==> src/rtl/eep_pkg.sv <==
package eep_pkg;

  typedef enum logic [2:0] {
    ST_IDLE,
    ST_RX,
    ST_ACK,
    ST_TX,
    ST_MACK
  } bus_st_t;

  typedef enum logic [1:0] {
    PH_ADDR,
    PH_WORD,
    PH_DATA,
    PH_PROT
  } rx_ph_t;

  typedef enum logic [2:0] {
    GO_WORD,
    GO_DATA,
    GO_PROT,
    GO_TX,
    GO_IDLE
  } after_ack_t;

  // Replace the low w bits of a 7-bit base address with the strap value
  function automatic logic [6:0] place_strap(input logic [6:0] base,
                                             input logic [6:0] low,
                                             input int unsigned w);
    logic [7:0] wide;
    logic [6:0] mask;
    wide = (8'd1 << w) - 8'd1;
    mask = wide[6:0];
    return (base & ~mask) | (low & mask);
  endfunction

endpackage

==> src/rtl/i2c_line_sense.sv <==
module i2c_line_sense #(
  parameter int SYNC_STAGES = 2
) (
  input  logic clk,
  input  logic rst_n,
  input  logic scl_i,
  input  logic sda_i,
  output logic scl_rise,
  output logic scl_fall,
  output logic start_det,
  output logic stop_det,
  output logic sda_lvl
);

  logic [SYNC_STAGES-1:0] scl_sh;
  logic [SYNC_STAGES-1:0] sda_sh;
  logic                   scl_d;
  logic                   sda_d;
  logic                   scl_s;
  logic                   sda_s;

  // Lines idle high, so sync flops reset to 1 to avoid a false start
  always_ff @(posedge clk or negedge rst_n) begin
    if (!rst_n) begin
      scl_sh <= '1;
      sda_sh <= '1;
      scl_d  <= 1'b1;
      sda_d  <= 1'b1;
    end else begin
      scl_sh <= {scl_sh[SYNC_STAGES-2:0], scl_i};
      sda_sh <= {sda_sh[SYNC_STAGES-2:0], sda_i};
      scl_d  <= scl_s;
      sda_d  <= sda_s;
    end
  end

  assign scl_s     = scl_sh[SYNC_STAGES-1];
  assign sda_s     = sda_sh[SYNC_STAGES-1];
  assign scl_rise  = scl_s & ~scl_d;
  assign scl_fall  = ~scl_s & scl_d;
  assign start_det = scl_s & scl_d & sda_d & ~sda_s;
  assign stop_det  = scl_s & scl_d & ~sda_d & sda_s;
  assign sda_lvl   = sda_s;

endmodule

==> src/rtl/eep_store.sv <==
module eep_store #(
  parameter int AW = 8,
  parameter int DW = 8
) (
  input  logic          clk,
  input  logic          rst_n,
  input  logic          wr_en,
  input  logic [AW-1:0] wr_addr,
  input  logic [DW-1:0] wr_data,
  input  logic [AW-1:0] rd_addr,
  output logic [DW-1:0] rd_data,
  input  logic          lock_set,
  output logic          locked
);

  localparam int DEPTH = 1 << AW;

  logic [DW-1:0] cells [DEPTH];

  // One register per cell; power-on value is the erased pattern
  for (genvar g = 0; g < DEPTH; g++) begin : g_cell
    always_ff @(posedge clk or negedge rst_n) begin
      if (!rst_n) begin
        cells[g] <= '1;
      end else if (wr_en && (wr_addr == AW'(g))) begin
        cells[g] <= wr_data;
      end
    end
  end

  assign rd_data = cells[rd_addr];

  always_ff @(posedge clk or negedge rst_n) begin
    if (!rst_n) begin
      locked <= 1'b0;
    end else if (lock_set) begin
      locked <= 1'b1;
    end
  end

  AST_LOCK_STICKY: assert property (@(posedge clk) disable iff (!rst_n)
    locked |=> locked);

  AST_LOCKED_LOW_WRITE: assert property (@(posedge clk) disable iff (!rst_n)
    (wr_en && locked) |-> wr_addr[AW-1]);

endmodule

==> src/rtl/eep_bus_fsm.sv <==
module eep_bus_fsm
  import eep_pkg::*;
#(
  parameter int         AW          = 8,
  parameter int         STRAP_W     = 3,
  parameter logic [6:0] MEM_BASE    = 7'h50,
  parameter logic [6:0] PROT_OFFSET = 7'h20
) (
  input  logic               clk,
  input  logic               rst_n,
  input  logic               scl_rise,
  input  logic               scl_fall,
  input  logic               start_det,
  input  logic               stop_det,
  input  logic               sda_lvl,
  input  logic [STRAP_W-1:0] strap,
  input  logic               locked,
  input  logic [7:0]         rd_data,
  output logic [AW-1:0]      rd_addr,
  output logic               wr_en,
  output logic [AW-1:0]      wr_addr,
  output logic [7:0]         wr_data,
  output logic               lock_set,
  output logic               sda_drv
);

  localparam logic [6:0] PROT_BASE = MEM_BASE - PROT_OFFSET;

  function automatic logic [AW-1:0] step(input logic [AW-1:0] p);
    return p + {{(AW-1){1'b0}}, 1'b1};
  endfunction

  bus_st_t    st;
  rx_ph_t     ph;
  after_ack_t nxt;
  logic [7:0] shreg;
  logic [3:0] bitcnt;
  logic [AW-1:0] ptr;
  logic       mnack;

  logic [6:0] mem_sel;
  logic [6:0] prot_sel;
  logic [7:0] nb;
  logic       byte_done;
  logic       mem_hit;
  logic       prot_hit;
  logic       low_open;

  assign mem_sel   = place_strap(MEM_BASE, 7'(strap), STRAP_W);
  assign prot_sel  = place_strap(PROT_BASE, 7'(strap), STRAP_W);
  assign nb        = {shreg[6:0], sda_lvl};
  assign byte_done = (st == ST_RX) && scl_rise && (bitcnt == 4'd7);
  assign mem_hit   = (nb[7:1] == mem_sel);
  assign prot_hit  = (nb[7:1] == prot_sel) && !nb[0] && !locked;
  assign low_open  = ptr[AW-1] || !locked;
  assign rd_addr   = ptr;

  always_ff @(posedge clk or negedge rst_n) begin
    if (!rst_n) begin
      st       <= ST_IDLE;
      ph       <= PH_ADDR;
      nxt      <= GO_IDLE;
      shreg    <= '0;
      bitcnt   <= '0;
      ptr      <= '0;
      mnack    <= 1'b0;
      wr_en    <= 1'b0;
      wr_addr  <= '0;
      wr_data  <= '0;
      lock_set <= 1'b0;
      sda_drv  <= 1'b0;
    end else begin
      wr_en    <= 1'b0;
      lock_set <= 1'b0;
      if (stop_det) begin
        st      <= ST_IDLE;
        sda_drv <= 1'b0;
      end else if (start_det) begin
        st      <= ST_RX;
        ph      <= PH_ADDR;
        bitcnt  <= '0;
        sda_drv <= 1'b0;
      end else begin
        unique case (st)
          ST_IDLE: ;
          ST_RX: begin
            if (scl_rise && bitcnt < 4'd8) begin
              shreg  <= nb;
              bitcnt <= bitcnt + 4'd1;
            end
            if (byte_done) begin
              unique case (ph)
                PH_ADDR: begin
                  if (mem_hit)       nxt <= nb[0] ? GO_TX : GO_WORD;
                  else if (prot_hit) nxt <= GO_PROT;
                  else               st  <= ST_IDLE;
                end
                PH_WORD: begin
                  ptr <= nb[AW-1:0];
                  nxt <= GO_DATA;
                end
                PH_DATA: begin
                  wr_en   <= low_open;
                  wr_addr <= ptr;
                  wr_data <= nb;
                  ptr     <= step(ptr);
                  nxt     <= GO_DATA;
                end
                PH_PROT: begin
                  lock_set <= 1'b1;
                  nxt      <= GO_IDLE;
                end
                default: ;
              endcase
            end
            if (scl_fall && bitcnt == 4'd8) begin
              sda_drv <= 1'b1;
              st      <= ST_ACK;
            end
          end
          ST_ACK: begin
            if (scl_fall) begin
              sda_drv <= 1'b0;
              bitcnt  <= '0;
              unique case (nxt)
                GO_WORD: begin st <= ST_RX; ph <= PH_WORD; end
                GO_DATA: begin st <= ST_RX; ph <= PH_DATA; end
                GO_PROT: begin st <= ST_RX; ph <= PH_PROT; end
                GO_TX: begin
                  st      <= ST_TX;
                  shreg   <= rd_data;
                  ptr     <= step(ptr);
                  sda_drv <= ~rd_data[7];
                end
                default: st <= ST_IDLE;
              endcase
            end
          end
          ST_TX: begin
            if (scl_rise) begin
              bitcnt <= bitcnt + 4'd1;
            end
            if (scl_fall) begin
              if (bitcnt == 4'd8) begin
                sda_drv <= 1'b0;
                st      <= ST_MACK;
              end else begin
                shreg   <= {shreg[6:0], 1'b0};
                sda_drv <= ~shreg[6];
              end
            end
          end
          ST_MACK: begin
            if (scl_rise) begin
              mnack <= sda_lvl;
            end
            if (scl_fall) begin
              if (mnack) begin
                st <= ST_IDLE;
              end else begin
                st      <= ST_TX;
                bitcnt  <= '0;
                shreg   <= rd_data;
                ptr     <= step(ptr);
                sda_drv <= ~rd_data[7];
              end
            end
          end
          default: st <= ST_IDLE;
        endcase
      end
    end
  end

  AST_PTR_FOLLOWS_WRITE: assert property (@(posedge clk) disable iff (!rst_n)
    wr_en |-> (ptr == step(wr_addr)));

  AST_STOP_RELEASE: assert property (@(posedge clk) disable iff (!rst_n)
    stop_det |=> !sda_drv);

  AST_PROT_SILENT: assert property (@(posedge clk) disable iff (!rst_n)
    (st == ST_ACK && nxt == GO_PROT) |-> !locked);

  AST_LOCK_FROM_PROT: assert property (@(posedge clk) disable iff (!rst_n)
    lock_set |-> $past(ph == PH_PROT));

endmodule

==> src/rtl/eep_wp_target.sv <==
module eep_wp_target #(
  parameter int         AW          = 8,
  parameter int         STRAP_W     = 3,
  parameter int         SYNC_STAGES = 2,
  parameter logic [6:0] MEM_BASE    = 7'h50,
  parameter logic [6:0] PROT_OFFSET = 7'h20
) (
  input  logic               clk,
  input  logic               rst_n,
  input  logic               scl_i,
  input  logic               sda_i,
  output logic               sda_oe,
  input  logic [STRAP_W-1:0] strap
);

  logic          scl_rise;
  logic          scl_fall;
  logic          start_det;
  logic          stop_det;
  logic          sda_lvl;
  logic          locked;
  logic          lock_set;
  logic          wr_en;
  logic [AW-1:0] wr_addr;
  logic [7:0]    wr_data;
  logic [AW-1:0] rd_addr;
  logic [7:0]    rd_data;

  i2c_line_sense #(.SYNC_STAGES(SYNC_STAGES)) u_sense (
    .clk      (clk),
    .rst_n    (rst_n),
    .scl_i    (scl_i),
    .sda_i    (sda_i),
    .scl_rise (scl_rise),
    .scl_fall (scl_fall),
    .start_det(start_det),
    .stop_det (stop_det),
    .sda_lvl  (sda_lvl)
  );

  eep_bus_fsm #(
    .AW(AW), .STRAP_W(STRAP_W), .MEM_BASE(MEM_BASE), .PROT_OFFSET(PROT_OFFSET)
  ) u_fsm (
    .clk      (clk),
    .rst_n    (rst_n),
    .scl_rise (scl_rise),
    .scl_fall (scl_fall),
    .start_det(start_det),
    .stop_det (stop_det),
    .sda_lvl  (sda_lvl),
    .strap    (strap),
    .locked   (locked),
    .rd_data  (rd_data),
    .rd_addr  (rd_addr),
    .wr_en    (wr_en),
    .wr_addr  (wr_addr),
    .wr_data  (wr_data),
    .lock_set (lock_set),
    .sda_drv  (sda_oe)
  );

  eep_store #(.AW(AW), .DW(8)) u_store (
    .clk     (clk),
    .rst_n   (rst_n),
    .wr_en   (wr_en),
    .wr_addr (wr_addr),
    .wr_data (wr_data),
    .rd_addr (rd_addr),
    .rd_data (rd_data),
    .lock_set(lock_set),
    .locked  (locked)
  );

endmodule

==> config.mk <==
export PLATFORM = sky130hd
export DESIGN_NAME = eep_wp_target
export DESIGN_NICKNAME = d
export VERILOG_FILES = /design/src/rtl/eep_pkg.sv /design/src/rtl/i2c_line_sense.sv /design/src/rtl/eep_store.sv /design/src/rtl/eep_bus_fsm.sv /design/src/rtl/eep_wp_target.sv
export SDC_FILE = /design/constraint.sdc
export NUM_CORES = 2
export LEC_CHECK = 0
export BUFFER_PORTS_ARGS = -buffer_cell sky130_fd_sc_hd__buf_2
export CORE_MARGIN = 2
export CORE_UTILIZATION = 64
export DETAILED_ROUTE_END_ITERATION = 7
export PLACE_DENSITY = 0.8
export SLEW_MARGIN = 20
export SYNTH_ARGS = -nofsm -noshare
export SYNTH_HDL_FRONTEND = slang
export SYNTH_SLANG_ARGS = --single-unit
==> constraint.sdc <==
create_clock -name clk -period 3.5 [get_ports clk]
set_input_delay 0.7 -clock clk [delete_from_list [all_inputs] [get_ports clk]]
set_output_delay 0.7 -clock clk [all_outputs]
set_load 0.01 [all_outputs]
# After elaboration in Yosys (flattened, before gate mapping)
# Cells that the tools add are included.
# classes
add_sub_neg,2
n_lt_le_gt_ge,2
eq_ne,295
n_mux,67
n_bitwise,16
reduce_logical,287
# ops
op,n
$eq 8x8->1 const B,128
$eq 8x7->1 const B,64
$logic_and 1x1->1,262
$eq 8x6->1 const B,32
$eq 8x5->1 const B,16
$bmux 8 s8,1
$eq 8x4->1 const B,8
$mux 8,7
$mux 7,7
$mux 3,13
$eq 8x3->1 const B,4
$pmux 7 s4,1
$mux 4,6
$pmux 8 s3,1
$mux 1,19
$reduce_and 9->1,2
$eq 8x2->1 const B,2
$ne 4x3->1 const B,4
$pmux 4 s4,1
$pmux 8 s2,1
$ne 5x5->1 const B,3
$pmux 3 s5,1
$eq 3x2->1 const B,4
$ne 3x3->1 const B,4
44 further kinds,78
# word_totals
reg_bits,2102
elab_cells,942

# Depth between registers and ports, before layout
# depth
ltp_word,11
mapped_depth,13

# Hierarchy
# Synthesis repeated with hierarchy kept, for this count alone.
# unflattened
hier_cells,6369
area_unflattened_um2,99182.6
# by_module_without_submodules
mod,instances,cells_per_inst,area_each_um2,seq_area_each_um2
eep_store,1,6077,96368.7,53836.6
eep_bus_fsm,1,282,2623.8,1177.4
i2c_line_sense,1,10,190.2,157.7

# Worst setup path before layout
# OpenSTA, ideal clock, no wires.
# synth_path
path_kind,register to register
from,register u_fsm.ptr[0] (netlist: u_fsm.rd_addr[0])
to,register u_fsm.shreg[0]
setup_ps,126
t_arrival_ps,2406
required_ps,3374
path_slack_ps,968
stages_incl_launch_ff,11
path_buffers,4
cell_sequence,dfrtp_1 -> buf_6 -> buf_6 -> buf_4 -> buf_2 -> mux4_2 -> mux2i_1 -> o22ai_1 -> nor3_1 -> o21ai_0 -> a221o_1
# synth_via
elab_chain_len,7
# synth_rtl
item,line_no,rtl
from (decl),eep_bus_fsm.sv:38,logic [AW-1:0] ptr;
from (signal assigned),eep_bus_fsm.sv:99,ptr <= nb[AW-1:0];
from (signal assigned),eep_bus_fsm.sv:106,ptr <= step(ptr);
from (signal assigned),eep_bus_fsm.sv:132,ptr <= step(ptr);
$not 8->9 (not written as such) (*),eep_store.sv:31,assign rd_data = cells[rd_addr];
$bmux 8 s8 (*),eep_store.sv:31,
$mux 8 (not written as such) (*) (2 in a row),eep_store.sv:31,
"$mux 7, on equally long branches","eep_bus_fsm.sv:158, eep_bus_fsm.sv:125",
"$mux 7, on equally long branches","eep_bus_fsm.sv:157, eep_bus_fsm.sv:122",
$pmux 7 s4 (*),eep_bus_fsm.sv:84,unique case (st)
to (signal assigned),eep_bus_fsm.sv:88,shreg <= nb;
to (signal assigned),eep_bus_fsm.sv:148,"shreg <= {shreg[6:0], 1'b0};"
to (signal assigned),eep_bus_fsm.sv:163,shreg <= rd_data;
to (decl),eep_bus_fsm.sv:36,logic [7:0] shreg;
# Mark *: on every way between the ends. The rest lies on a longest branch, timed or not. The select of a mux whose other input is x is not followed.
# A chain may end at the register's enable or synchronous reset.

# Final worst setup path
# layout_path
from,register u_fsm.ptr[1] (netlist: u_fsm.rd_addr[1])
to,register u_fsm.shreg[6]
# Same word-level chain as after synthesis.

==> impl_metrics.py <==
metrics = {
    "status": {
        "status": "finished clean",
    },
    "power_and_ir_drop": {
        "peakVddDrop_uv": 599,
        "switchingPower_mw": 15.7,
        "combinationalPowerShare_pct": 16.7,
        "p_int_mw": 42.2,
        "pwr-share-seq_pct": 42.9,
        "power_density_nw_per_um2": 523,
        "p_clk_share_pct": 40.4,
        "p_leak_nw": 44.1,
        "finalPower_mw": 57.9,
        "netSwitchingFraction_pct": 27.0,
    },
    "yosys": {
        "synth_seq_cells": 2102,
        "synthFlopType": "dfstp_2",
        "ys_warn_count": 0,
        "synth_area_per_cell_um2": 15.9,
        "syn_area_um2": 98800,
        "synth_nets": 6216,
        "synth_edf_count": 0,
        "yosysSeqAreaShare_pct": 55.9,
        "netlist_instances": 6203,
        "synthArstFlopShare_pct": 100,
        "synth.distinct_cells": 69,
    },
    "layout": {
        "final_layout_size_suffix_gt1_share_pct": 83.1,
        "layout_commonest_cell": "mux2_2",
        "fin_util_pct": 72.1,
        "area_delta_synth_final_pct": 12.2,
        "fillers": 9425,
        "final_cell_mix": "mux2_2, dfstp_2, mux4_2, buf_4, nor2_1",
        "nets": 6438,
        "final_area_um2": 111000,
        "instances_no_fill": 8639,
    },
    "placed_design": {
        "gp_congestion": 0.946,
        "dp.cells": 8255,
        "place_area_um2": 103000,
        "pre_cts_ws_ps": -119,
        "numPortBuffers": 7,
        "hpwl_um": 161000,
    },
    "cts": {
        "cts_buffers": 210,
        "cts.path.max_buffers": 3,
        "clock_latency_ps": 850,
        "cts_root_buf": "clkbuf_16",
        "clk_pin_slew_ps": 60,
        "cts_setup_buffers": 0,
        "cts_tree": "done",
        "cts.sinks": 2102,
        "htree_num_levels": 4,
    },
    "setup_path": {
        "crit_arrival_ps": 4170,
        "slowest_stage": "mux4_2",
        "cpPeakStageDelay_ps": 510,
        "cp-start-kind": "flip-flop",
        "end_kind": "flip-flop",
        "ff2ff_path_depth": 11,
        "crit_fanout": 28,
        "required_ps": 4200,
        "crit_type": "flip-flop to flip-flop",
        "cp_cell_sequence": "buf_12, buf_12, buf_4, mux4_2, mux2i_1, o22ai_1, nor3_2, nand2_1, a21oi_1, buf_4, o41ai_1",
    },
    "route": {
        "ant_nets": 0,
        "routedWlPerCell_um": 29.2,
        "drcViolationCount": 0,
        "vias": 57700,
        "first_pass_iters": 8,
        "wl_um": 252000,
        "vias_per_cell": 6.67,
        "drt_iter0_drc": 4895,
    },
    "sta": {
        "fmaxAchievable_mhz": 288,
        "slew_violations": 0,
        "maxSlewHeadroom_pct": 23.1,
        "worst_pin_slew_ps": 1140,
        "fin_ws_ps": 25.2,
        "fin_worst_skew_ps": 51.0,
        "setup_violations": 0,
        "period_needed_ps": 3470,
        "finalCritPeriodShare_pct": 99.3,
        "hold_viol": 0,
        "hold_slack_ps": 77.7,
        "setup-tns-final_ps": 0,
    },
    "die": {
        "num_rows": 144,
        "die_w_um": 397,
        "ios": 8,
        "start_util_pct": 64.3,
        "core_um2": 154000,
        "die_area_um2": 157000,
        "fp.dieH_um": 397,
    },
    "global_routing": {
        "antenna_found_initial": 3,
        "grt_pass1_vias": 60600,
        "grt_util_all_layers_pct": 32.3,
        "grt_max_degree": 170,
        "grt_pass1_wl_um": 385000,
        "globalRouteOverflowTotal": 0,
    },
    "hold_path": {
        "hold_class": "primary input to asynchronous set/reset pin",
    },
    "job": {
        "max_cap_viol_count": 0,
    },
}
-- final timing paths --
check                                                  start                               to  slack (ps)
worst max-delay path            u_fsm.rd_addr[1]$_DFFE_PN0P_       u_fsm.shreg[6]$_DFFE_PN0P_          30
worst min-delay path                                   rst_n   u_store.cells[373]$_DFFE_PN1P_          80
worst max register to register  u_fsm.rd_addr[1]$_DFFE_PN0P_       u_fsm.shreg[6]$_DFFE_PN0P_          30
worst min register to register   u_sense.scl_sh[0]$_DFF_PN1_      u_sense.scl_sh[1]$_DFF_PN1_         360
max in group asynchronous                              rst_n  u_store.cells[1298]$_DFFE_PN1P_        2490
min in group clk                 u_sense.scl_sh[0]$_DFF_PN1_      u_sense.scl_sh[1]$_DFF_PN1_         360
-- critical path: cells and delay by family (launching register included) --
kind                   cells  cell delay, ps
muxes                      2             810
DFF                        1             440
buffers and inverters      4             910
AOI/OAI and AO/OA          3             520
and+or+nand+nor            2             610
-- flip-flops by register name, summed over array words and instances, names as in the netlist --
signal / cells
u_sense.sda_d: 1
u_sense.scl_d: 1
u_fsm.bitcnt: 4
u_fsm.wr_data: 8
u_store.locked: 1
u_fsm.mnack: 1
u_fsm.st: 3
u_store.cells: 2048
u_sense.sda_sh: 2
u_fsm.nxt: 3
u_fsm.ph: 2
u_fsm.sda_drv: 1
u_fsm.lock_set: 1
u_fsm.wr_addr: 8
u_fsm.shreg: 7
u_fsm.wr_en: 1
u_fsm.rd_addr: 8
u_sense.scl_sh: 2
-- Yosys cell counts, drive strengths merged, types with 3 or more instances --
cell | instances | area, um^2
mux2 | 2077 | 23400
dfstp | 2055 | 54000
mux4 | 518 | 11700
clkbuf | 308 | 1160
nor2 | 223 | 837
mux2i | 183 | 1830
nand2 | 169 | 634
buf | 155 | 1080
o22ai | 81 | 507
o21ai | 52 | 260
a21oi | 47 | 235
dfrtp | 47 | 1180
nor3 | 30 | 150
nor2b | 24 | 150
a22oi | 21 | 158
nand3 | 21 | 105
and3 | 18 | 113
inv | 15 | 56.3
nand2b | 15 | 93.8
a2111oi | 13 | 114
a211oi | 10 | 75.1
and2 | 10 | 62.6
o211ai | 7 | 52.6
a22o | 6 | 52.6
ha | 6 | 75.1
nor4 | 6 | 37.5
o21bai | 6 | 45.0
a31oi | 5 | 31.3
o221ai | 5 | 43.8
o41ai | 5 | 43.8
or2 | 5 | 31.3
or3 | 5 | 31.3
a21o | 4 | 30.0
a311oi | 4 | 35.0
nand4 | 4 | 25.0
nor3b | 4 | 30.0
o2111ai | 4 | 35.0
xnor2 | 4 | 35.0
a221oi | 3 | 32.5
-- metal layers --
layer | vias to the layer above | part of all wire [%] | track usage [%]
li1 | 23600 | - | -
met1 | 31400 | 41 | 45.1
met2 | 2105 | 48 | 50.9
met3 | 582 | 6.7 | 5.66
met4 | 0 | 4.4 | 13.0
met5 | - | 0 | 0
-- logic make-up after synthesis --
logic type | Yosys count | share of synthesized area (%)
AOI/OAI and AO/OA | 291 | 1.93
xor gates and xnor gates | 4 | 0.0355
and+or+nand+nor | 543 | 2.41
buffers and inverters | 479 | 2.32
muxes | 2778 | 37.4
DFF | 2102 | 55.9
adders and majority gates | 6 | 0.0760
-- power by group through the flow --
stage,clock [mW],sequential (mW),combinational [mW]
after floorplan,0,25.0,6.45
after global placement,0,25.2,9.53
after detailed placement,0,25.2,9.61
after CTS,23.7,24.8,9.65
after global routing,24.7,24.8,10.1
final,23.4,24.8,9.66
-- layout make-up --
cell class                      count  area [um^2]  share of cell area (%)
Sequential cell                  2102        55200                    49.8
Multi-Input combinational cell   3622        41300                    37.3
Clock buffer                      314         6300                    5.69
Timing Repair Buffer              473         4390                    3.96
Tap cell                         2044         2560                    2.31
Clock inverter                     66          920                   0.830
Inverter                           16         60.1                  0.0542
Antenna cell                        2         5.00                 0.00452
-- what timing repair did --
item	4_1_cts	5_1_grt
endpoints found under the setup margin	3	4
hold endpoints to repair	2	0
hold buffers	2	0
resized for setup	3	3
No activity file was read; power rests on OpenSTA's default activity.
